`src/rtl/sci_pkg.sv`:
```
// Shared constants, types and the status-word builder for the timing code
// inserter. Assumes a 10-bit word: the status word layout fills exactly ten bits.
package sci_pkg;

    localparam int PIX_W      = 10;
    localparam int CODE_WORDS = 4;
    localparam int IDX_W      = $clog2(CODE_WORDS);
    localparam int PIPE_DEPTH = CODE_WORDS + 1;

    typedef logic [PIX_W-1:0] word_t;
    typedef logic [IDX_W-1:0] idx_t;

    typedef enum logic [1:0] {
        CODE_NONE = 2'd0,
        CODE_SAV  = 2'd1,
        CODE_EAV  = 2'd2
    } code_kind_t;

    localparam word_t WORD_ONES  = '1;
    localparam word_t WORD_ZEROS = '0;
    localparam idx_t  IDX_LAST   = idx_t'(CODE_WORDS - 1);

    // Status word: marker, flags, then parity bits that protect the flags.
    function automatic word_t status_word(input logic f, input logic v, input logic h);
        return {1'b1, f, v, h, v ^ h, f ^ h, f ^ v, f ^ v ^ h, 2'b00};
    endfunction

    // Word emitted at position idx of a code.
    function automatic word_t code_word(input code_kind_t kind, input idx_t idx,
                                        input logic f, input logic v);
        word_t w;
        if (idx == '0)
            w = WORD_ONES;
        else if (idx == IDX_LAST)
            w = status_word(f, v, kind == CODE_EAV);
        else
            w = WORD_ZEROS;
        return w;
    endfunction

endpackage

```
`src/rtl/sci_tap_line.sv`:
```
// Shift register that exposes every stage. Stage 0 holds the input from one
// edge ago and stage k the input from k+1 edges ago. Assumes a synchronous
// active-low reset clears every stage.
module sci_tap_line #(
    parameter int W     = 11,
    parameter int DEPTH = 5
) (
    input  logic                      clk,
    input  logic                      rst_n,
    input  logic [W-1:0]              d,
    output logic [DEPTH-1:0][W-1:0]   taps
);

    for (genvar k = 0; k < DEPTH; k++) begin : g_stage
        if (k == 0) begin : g_first
            // Capture the input word.
            always_ff @(posedge clk) begin
                if (!rst_n) taps[0] <= '0;
                else        taps[0] <= d;
            end
        end else begin : g_next
            // Move the word one stage deeper.
            always_ff @(posedge clk) begin
                if (!rst_n) taps[k] <= '0;
                else        taps[k] <= taps[k-1];
            end
        end
    end

endmodule

```
`src/rtl/sci_req_detect.sv`:
```
// Decides on each edge whether a start code or an end code may begin, using
// the strobe history. A start needs the strobe low for CODE_WORDS samples
// before the rise. An end needs CODE_WORDS low samples after the fall, which
// are all visible by the time the last active sample reaches the tail tap.
module sci_req_detect
    import sci_pkg::*;
(
    input  logic                   act_in,
    input  logic [PIPE_DEPTH-1:0]  act_hist,
    output logic                   sav_req,
    output logic                   eav_req
);

    logic quiet_recent;

    // Flag a run of low strobe samples in the most recent history.
    always_comb begin
        quiet_recent = ~|act_hist[CODE_WORDS-1:0];
        sav_req      = act_in & quiet_recent;
        eav_req      = act_hist[CODE_WORDS] & quiet_recent;
    end

endmodule

```
`src/rtl/sci_sequencer.sv`:
```
// Steps through the four words of a timing code. Codes are atomic: a new code
// may begin only when idle or on the last word of the current one. An end
// request beats a start request on the same edge. The field and vertical
// flags are captured when a code begins.
module sci_sequencer
    import sci_pkg::*;
(
    input  logic        clk,
    input  logic        rst_n,
    input  logic        sav_req,
    input  logic        eav_req,
    input  logic        fld_in,
    input  logic        vblk_in,
    output code_kind_t  kind,
    output idx_t        idx,
    output logic        f_hold,
    output logic        v_hold
);

    logic slot_free;
    logic on_last;

    // Find out whether the four-slot window for a new code is open.
    always_comb begin
        on_last   = (idx == IDX_LAST);
        slot_free = (kind == CODE_NONE) || on_last;
    end

    // Start, advance or retire the code in progress.
    always_ff @(posedge clk) begin
        if (!rst_n) begin
            kind   <= CODE_NONE;
            idx    <= '0;
            f_hold <= 1'b0;
            v_hold <= 1'b0;
        end else if (slot_free && (eav_req || sav_req)) begin
            kind   <= eav_req ? CODE_EAV : CODE_SAV;
            idx    <= '0;
            f_hold <= fld_in;
            v_hold <= vblk_in;
        end else if (kind != CODE_NONE) begin
            if (on_last) kind <= CODE_NONE;
            else         idx  <= idx + 1'b1;
        end
    end

endmodule

```
`src/rtl/sci_out_stage.sv`:
```
// Output multiplexer and register. Delayed active data has priority, then the
// current code word, then the blanking word. Assumes the sequencer never
// schedules a code over delayed active data.
module sci_out_stage
    import sci_pkg::*;
(
    input  logic        clk,
    input  logic        rst_n,
    input  logic        data_sel,
    input  word_t       data_word,
    input  code_kind_t  kind,
    input  idx_t        idx,
    input  logic        f_hold,
    input  logic        v_hold,
    input  word_t       blank_lvl,
    output word_t       vid_out,
    output logic        vid_ok
);

    word_t nxt_word;
    logic  nxt_ok;

    // Pick the source of the next output word.
    always_comb begin
        if (data_sel) begin
            nxt_word = data_word;
            nxt_ok   = 1'b1;
        end else if (kind != CODE_NONE) begin
            nxt_word = code_word(kind, idx, f_hold, v_hold);
            nxt_ok   = 1'b1;
        end else begin
            nxt_word = blank_lvl;
            nxt_ok   = 1'b0;
        end
    end

    // Register the output; reset drives blanking.
    always_ff @(posedge clk) begin
        if (!rst_n) begin
            vid_out <= blank_lvl;
            vid_ok  <= 1'b0;
        end else begin
            vid_out <= nxt_word;
            vid_ok  <= nxt_ok;
        end
    end

endmodule

```
`src/rtl/sync_code_inserter.sv`:
```
// Top level of the timing code inserter. Delays strobe and pixel together so
// a start code fits before the first sample. Edge requests are derived from
// the strobe history and fed to the code sequencer, and the output stage
// merges the three sources. Assumes fld_in and vblk_in are synchronous to clk.
module sync_code_inserter
    import sci_pkg::*;
(
    input  logic              clk,
    input  logic              rst_n,
    input  logic [PIX_W-1:0]  pix_in,
    input  logic              act_in,
    input  logic              fld_in,
    input  logic              vblk_in,
    input  logic [PIX_W-1:0]  blank_lvl,
    output logic [PIX_W-1:0]  vid_out,
    output logic              vid_ok
);

    localparam int LINE_W = PIX_W + 1;

    logic [PIPE_DEPTH-1:0][LINE_W-1:0] line_taps;
    logic [PIPE_DEPTH-1:0]             act_hist;
    logic                              tail_act;
    word_t                             tail_pix;
    logic                              sav_req;
    logic                              eav_req;
    code_kind_t                        seq_kind;
    idx_t                              seq_idx;
    logic                              f_hold;
    logic                              v_hold;

    sci_tap_line #(
        .W     (LINE_W),
        .DEPTH (PIPE_DEPTH)
    ) u_line (
        .clk   (clk),
        .rst_n (rst_n),
        .d     ({act_in, pix_in}),
        .taps  (line_taps)
    );

    for (genvar k = 0; k < PIPE_DEPTH; k++) begin : g_act
        assign act_hist[k] = line_taps[k][PIX_W];
    end

    assign tail_act = line_taps[PIPE_DEPTH-1][PIX_W];
    assign tail_pix = line_taps[PIPE_DEPTH-1][PIX_W-1:0];

    sci_req_detect u_req (
        .act_in   (act_in),
        .act_hist (act_hist),
        .sav_req  (sav_req),
        .eav_req  (eav_req)
    );

    sci_sequencer u_seq (
        .clk     (clk),
        .rst_n   (rst_n),
        .sav_req (sav_req),
        .eav_req (eav_req),
        .fld_in  (fld_in),
        .vblk_in (vblk_in),
        .kind    (seq_kind),
        .idx     (seq_idx),
        .f_hold  (f_hold),
        .v_hold  (v_hold)
    );

    sci_out_stage u_out (
        .clk       (clk),
        .rst_n     (rst_n),
        .data_sel  (tail_act),
        .data_word (tail_pix),
        .kind      (seq_kind),
        .idx       (seq_idx),
        .f_hold    (f_hold),
        .v_hold    (v_hold),
        .blank_lvl (blank_lvl),
        .vid_out   (vid_out),
        .vid_ok    (vid_ok)
    );

endmodule

```
`config.mk`:
```
export PLATFORM = sky130hd
export DESIGN_NAME = sync_code_inserter
export DESIGN_NICKNAME = d
export VERILOG_FILES = /design/src/rtl/sci_pkg.sv /design/src/rtl/sci_tap_line.sv /design/src/rtl/sci_req_detect.sv /design/src/rtl/sci_sequencer.sv /design/src/rtl/sci_out_stage.sv /design/src/rtl/sync_code_inserter.sv
export SDC_FILE = /design/constraint.sdc
export NUM_CORES = 1
export LEC_CHECK = 0
export BUFFER_PORTS_ARGS = -buffer_cell sky130_fd_sc_hd__buf_2
export CAP_MARGIN = 20
export CORE_MARGIN = 2
export CORE_UTILIZATION = 59
export DETAILED_ROUTE_END_ITERATION = 8
export PLACE_DENSITY = 0.87
export SLEW_MARGIN = 10
export SYNTH_ARGS = -nofsm -noshare
export SYNTH_HDL_FRONTEND = slang
export SYNTH_SLANG_ARGS = --single-unit
```
`constraint.sdc`:
```
create_clock -name clk -period 4.3 [get_ports clk]
set_input_delay 0.86 -clock clk [delete_from_list [all_inputs] [get_ports clk]]
set_output_delay 0.86 -clock clk [all_outputs]
set_load 0.01 [all_outputs]
```
==> impl_metrics.env, run 1 <==
export IMPL_post_cts_buffers=0
export IMPL_mostFrequentLayoutCells="dfxtp_1 (72), and2_1 (55), buf_2 (35)"
export IMPL_clkLatencyLatePin_ps=340
export IMPL_cts_buffers=9
export IMPL_relSlewSlack=0.428
export IMPL_synthArstFlopShare=0
export IMPL_antenna_cells=0
export IMPL_required_ps=4510
export IMPL_rsz0062_at_grt="false"
export IMPL_cts_sinks=72
export IMPL_leakage_uw=0.00120
export IMPL_cts_max_level=3
export IMPL_synth_edf_count=0
export IMPL_grt_pass1_vias=1442
export IMPL_die_w_um=67.3
export IMPL_hold_violations=0
export IMPL_syn_to_final_growth_pct=17.4
export IMPL_arrival_ps=2290
export IMPL_grt_max_degree=71
export IMPL_max_stage_delay_ps=640
export IMPL_num_vias=1594
export IMPL_ys_seq_area_frac=0.609
export IMPL_yosysWarningCount=0
export IMPL_ys_flop_type="dfxtp_1"
export IMPL_power_frac_comb=0.066
export IMPL_worst_pin_slew_ps=858
export IMPL_vias_per_cell=5.06
export IMPL_fmax_mhz=481
export IMPL_critical_path_top_delay_family="buffers and inverters"
export IMPL_drt_iter0_markers=155
export IMPL_ctsHoldBuffers=0
export IMPL_p_int_uw=1110
export IMPL_critPathKind="in2reg"
export IMPL_ys_types=32
export IMPL_critical_path_cell_chain="buf_2 -> nand2_1 -> a2111oi_0 -> nor3_1"
export IMPL_globalplace_congestion=0.929
export IMPL_drive_above_1_share=0.215
export IMPL_synthCells=225
export IMPL_fin_worst_skew_ps=4.48
export IMPL_ant_nets=0
export IMPL_holdCritPathClass="reg2reg"
export IMPL_power_switching_uw=284
export IMPL_grt_remaining_overflow=0
export IMPL_switching_share=0.203
export IMPL_route_detailed_drc=0
export IMPL_dp_slack_ps=1840
export IMPL_antenna_found_initial=0
export IMPL_status="finished, final reports clean"
export IMPL_synth_nets=253
export IMPL_wl_um=3870
export IMPL_core_um2=3940
export IMPL_critPathBufInv=1
export IMPL_clk_pin_slew_ps=70
export IMPL_drtPass1Iterations=6
export IMPL_drv_slew=0
export IMPL_gr_usage_all_layers=0.195
export IMPL_fin_crit_sh=0.484
export IMPL_grt_first_pass_wirelength_um=6290
export IMPL_end_kind="flip-flop"
export IMPL_drv_cap=0
export IMPL_cts_max_path_buffers=2
export IMPL_start_util=0.600
export IMPL_layout_nets=288
export IMPL_dpl_hpwl_um=2480
export IMPL_post_drt_wl_per_cell_um=12.3
export IMPL_ir_worst_vdd_uv=305
export IMPL_pwr_share_seq=0.506
export IMPL_final_min_clock_period_ps=2080
export IMPL_setup_viol=0
export IMPL_cts_tree="done"
export IMPL_ys_seq_elements=72
export IMPL_io_buffer_count=35
export IMPL_io_pins=36
export IMPL_pwr_share_clk=0.428
export IMPL_worstPathMaxFanout=70
export IMPL_rows=23
export IMPL_p_total_uw=1400
export IMPL_tns_ps=0
export IMPL_die_y_um=67.3
export IMPL_postLayoutSetupSlackWorst_ps=2220
export IMPL_ctsRootBufferMaster="clkbuf_8"
export IMPL_cts_resized=0
export IMPL_syn_area_um2=2370
export IMPL_utilization=0.705
export IMPL_cp_start_kind="input pin"
export IMPL_syn_area_per_cell_um2=10.5
export IMPL_cp_slowest_cell="buf_2"
export IMPL_final_common_cell="dfxtp_1"
export IMPL_dieArea_um2=4530
export IMPL_power_density_nw_per_um2=504
## routing by layer
metal  part of all wire  vias to the layer above  GRT usage
met4              0.038                        0      0.128
met5                  0                        -          0
li1                   -                      809          -
met2               0.46                       61      0.293
met3              0.060                       16     0.0733
met1               0.44                      708      0.232
## area by class of cell
class                      count  area (um^2)
multi-input combinational    136          843
tap                           50         62.6
clock inverter                 2         60.1
fill                         299         1160
clock buffer                  14          173
inverter                       6         22.5
timing repair buffer          35          175
sequential                    72         1440
## metrics by stage
step                      hold WS, ps  area [um^2]  cells
final                             432         2780    315
after floorplan                   412         2370    225
after CTS                         435         2780    315
after global routing              445         2780    315
after global placement            414         2540    299
after detailed placement          418         2540    299
## state kept, by name, indices dropped and copies added (netlist names)
signal	cells
u_line.taps	55
u_out.vid_ok	1
u_out.vid_out	10
u_seq.f_hold	1
u_seq.idx	2
u_seq.kind	2
u_seq.v_hold	1
## power groups by stage
stage               Combinational [uW]  Sequential, uW  Clock [uW]
finish                            92.5             708         598
floorplan                         60.3             724           0
global route                       105             711         631
detailed placement                91.5             723           0
CTS                               93.0             708         607
global placement                  89.8             722           0
## final timing paths
path | start | to | slack (ps) | cells past startpoint
max | rst_n | u_out.vid_out[3]$_DFF_P_ | 2220 | 4
min | u_line.taps[25]$_SDFF_PN0_ | u_line.taps[36]$_SDFF_PN0_ | 430 | 1
max reg2reg | u_seq.idx[0]$_SDFFE_PP0N_ | u_out.vid_out[4]$_DFF_P_ | 2730 | 6
min reg2reg | u_line.taps[25]$_SDFF_PN0_ | u_line.taps[36]$_SDFF_PN0_ | 430 | 1
## logic make-up after synthesis
family                     after synthesis  share of synthesized area
buffers and inverters                   17                     0.0344
AOI/OAI and AO/OA                       30                     0.0851
DFF                                     72                      0.609
xor gates and xnor gates                 1                    0.00370
and+or+nand+nor                         99                      0.239
muxes                                    3                     0.0127
adders and majority gates                3                     0.0159
## synth_stat cells (3+ instances only)
cell type,n,share of area
a221o_1,4,0.017
mux2i_1,3,0.013
nand2b_1,4,0.011
inv_1,3,0.0048
nor2_1,10,0.016
inv_2,3,0.0048
dfxtp_1,72,0.61
ha_1,3,0.016
a21oi_1,12,0.025
nor2b_1,3,0.0079
clkbuf_1,7,0.011
nor3_1,6,0.013
and2_1,55,0.15
nand2_1,13,0.021
a2111oi_0,3,0.011
Note: power is estimated with default switching activity, not from simulation.
==> run 2, diff against run 1 <==
--- a/config.mk
+++ b/config.mk
@@ -5,12 +5,13 @@
 export SDC_FILE = /design/constraint.sdc
 export NUM_CORES = 1
 export LEC_CHECK = 0
+export ABC_AREA = 1
 export BUFFER_PORTS_ARGS = -buffer_cell sky130_fd_sc_hd__buf_2
 export CAP_MARGIN = 20
 export CORE_MARGIN = 2
-export CORE_UTILIZATION = 59
+export CORE_UTILIZATION = 55
 export DETAILED_ROUTE_END_ITERATION = 8
-export PLACE_DENSITY = 0.87
+export PLACE_DENSITY = 0.82
 export SLEW_MARGIN = 10
 export SYNTH_ARGS = -nofsm -noshare
 export SYNTH_HDL_FRONTEND = slang
==> constraint.sdc (replaced) <==
create_clock -name clk -period 2.15 [get_ports clk]
set_input_delay 0.43 -clock clk [delete_from_list [all_inputs] [get_ports clk]]
set_output_delay 0.43 -clock clk [all_outputs]
set_load 0.01 [all_outputs]
==> impl_metrics.env, run 2 <==
export IMPL_relSlewSlack=0.702
export IMPL_ys_seq_area_frac=0.574
export IMPL_synth_edf_count=0
export IMPL_power_frac_comb=0.075
export IMPL_setup_viol=0
export IMPL_utilization=0.670
export IMPL_ctsRootBufferMaster="clkbuf_8"
export IMPL_reg_largest_list="u_line.taps: 55 flops, u_out.vid_out: 10 flops"
export IMPL_critical_path_startpoint="u_seq.kind[0]$_SDFFE_PN0P_"
export IMPL_synthTopCellsByArea="dfxtp_1 (57%), nand2_1 (13%), inv_1 (10%)"
export IMPL_post_drt_wl_per_cell_um=9.17
export IMPL_p_int_uw=2240
export IMPL_p_total_uw=2860
export IMPL_ys_flop_type="dfxtp_1"
export IMPL_holdWs_ps=278
export IMPL_netlist_top_cells_count="nand2_1 (88), dfxtp_1 (72), inv_1 (70), nor2_1 (23)"
export IMPL_grt_pass1_vias=1590
export IMPL_cts_sinks=72
export IMPL_end_kind="flip-flop"
export IMPL_route_detailed_drc=0
export IMPL_grt_max_degree=53
export IMPL_r2r_cells=7
export IMPL_holdCritPathClass="in2reg"
export IMPL_cts_tree="done"
export IMPL_fin_worst_skew_ps=4.18
export IMPL_fmax_mhz=789
export IMPL_rows=24
export IMPL_drt_iter0_markers=77
export IMPL_worstReg2RegEnd="u_out.vid_out[9]$_DFF_P_"
export IMPL_cp_start_kind="flip-flop"
export IMPL_grt_first_pass_wirelength_um=6280
export IMPL_largest_reg_flops=55
export IMPL_mostFrequentLayoutCells="nand2_1 (88), dfxtp_1 (72), inv_1 (70)"
export IMPL_tns_ps=0
export IMPL_crit_path_end="u_out.vid_out[9]$_DFF_P_"
export IMPL_antenna_found_initial=0
export IMPL_core_um2=4380
export IMPL_power_switching_uw=615
export IMPL_cts_buffers=9
export IMPL_drv_cap=0
export IMPL_num_vias=1798
export IMPL_ys_types=25
export IMPL_synthCells=310
export IMPL_yosysWarningCount=0
export IMPL_antenna_cells=0
export IMPL_drive_above_1_share=0.188
export IMPL_start_util=0.573
export IMPL_vias_per_cell=4.45
export IMPL_gr_usage_all_layers=0.160
export IMPL_ys_seq_elements=72
export IMPL_dpl_hpwl_um=2560
export IMPL_cts_max_path_buffers=2
export IMPL_reg2reg_setup_slack_ps=880
export IMPL_dieArea_um2=5120
export IMPL_die_w_um=71.6
export IMPL_post_synth_top_area_cell="dfxtp_1"
export IMPL_reg2reg_from="u_seq.kind[0]$_SDFFE_PN0P_"
export IMPL_hp_start="pix_in[2]"
export IMPL_synth_top_cell_area_share=0.574
export IMPL_status="finished, final reports clean"
export IMPL_leakage_uw=0.00172
export IMPL_io_pins=36
export IMPL_cts_max_level=3
export IMPL_ant_nets=0
export IMPL_syn_to_final_growth_pct=17.0
export IMPL_required_ps=2380
export IMPL_dp_cells=389
export IMPL_fin_crit_sh=0.589
export IMPL_rsz0062_at_grt="false"
export IMPL_ctsHoldBuffers=0
export IMPL_cts_resized=0
export IMPL_syn_area_um2=2510
export IMPL_final_common_cell="nand2_1"
export IMPL_layout_nets=376
export IMPL_clkLatencyLatePin_ps=330
export IMPL_critPathKind="reg2reg"
export IMPL_hold_violations=0
export IMPL_final_min_clock_period_ps=1270
export IMPL_layout_cells_non_filler=404
export IMPL_syn_area_per_cell_um2=8.10
export IMPL_globalplace_congestion=0.828
export IMPL_worstPathMaxFanout=7
export IMPL_synth_most_common_cell="nand2_1"
export IMPL_drtPass1Iterations=4
export IMPL_worst_pin_slew_ps=447
export IMPL_synthArstFlopShare=0
export IMPL_arrival_ps=1490
export IMPL_clk_pin_slew_ps=70
export IMPL_drv_slew=0
export IMPL_grt_remaining_overflow=0
export IMPL_power_density_nw_per_um2=973
export IMPL_die_y_um=71.6
export IMPL_ir_worst_vdd_uv=713
export IMPL_post_cts_buffers=0
export IMPL_io_buffer_count=35
export IMPL_pwr_share_seq=0.497
export IMPL_switching_share=0.215
export IMPL_synth_nets=338
export IMPL_top_register="u_line.taps"
export IMPL_wl_um=3710
export IMPL_fill_cells=372
export IMPL_pwr_share_clk=0.428
[run 2: cell types whose count changed in the layout (fill, tap and decap cells not counted), moves of 6 or more]
cell and delta:
and2_1 -55, nor2_1 +13, nor3_1 -6, nand3_1 +6, a21oi_1 -7, inv_1 +67
nand2_1 +75
[run 2: cells by family (layout without fill, tap and decap cells)]
group | count (synthesis) | count (layout) | share of synthesized area
buf+inv | 83 | 125 | 0.134
fa+ha+maj | 3 | 3 | 0.0149
simple gates | 130 | 130 | 0.221
xor+xnor | 2 | 2 | 0.00698
flops | 72 | 72 | 0.574
compound gates | 20 | 20 | 0.0488
[run 2: critical path: stages (launching register included)]
cell	delay, ps
dfxtp_1	540
clkinv_4	110
nand2_4	120
nand3_1	80
o21ai_0	90
nand2_1	70
o21ai_1	100
inv_1	50
[run 2: cell type report]
cell class	count	area [um^2]	share of cell area
clock buffer	9	124	0.0422
inverter	74	283	0.0963
tap	52	65.1	0.0221
multi-input combinational	155	733	0.250
timing repair buffer	36	183	0.0622
clock inverter	6	109	0.0371
sequential	72	1440	0.491
[run 2: power by group through the flow]
stage | Combinational, uW | Clock, uW | Sequential, uW
finish | 215 | 1220 | 1420
global route | 244 | 1310 | 1430
CTS | 216 | 1250 | 1420
detailed placement | 215 | 0 | 1450
global placement | 208 | 0 | 1450
floorplan | 149 | 0 | 1450
[run 2: how the worst min path moves through the flow]
stage / to / cells after the start
after global placement: u_line.taps[13]$_SDFF_PN0_ / 2
after detailed placement: u_line.taps[45]$_SDFF_PN0_ / 2
after global routing: u_line.taps[4]$_SDFF_PN0_ / 3
final: u_line.taps[2]$_SDFF_PN0_ / 3
after CTS: u_line.taps[4]$_SDFF_PN0_ / 3
after floorplan: u_line.taps[11]$_SDFF_PN0_ / 2
[run 2: metrics by stage]
| step | cell area (um^2) | setup WS [ps] |
|---|---|---|
| 6_report | 2940 | 883 |
| 5_1_grt | 2940 | 739 |
| 4_1_cts | 2940 | 884 |
| 3_5_place_dp | 2710 | 742 |
| 3_3_place_gp | 2710 | 773 |
| 2_1_floorplan | 2510 | 1040 |
[run 2: per-layer routing]
metal / vias up / share of wire / global-route usage
met3: 4 / 0.080 / 0.0549
met4: 0 / 0.0067 / 0.0755
met5: - / 0 / 0
li1: 967 / - / -
met2: 54 / 0.49 / 0.281
met1: 773 / 0.43 / 0.172
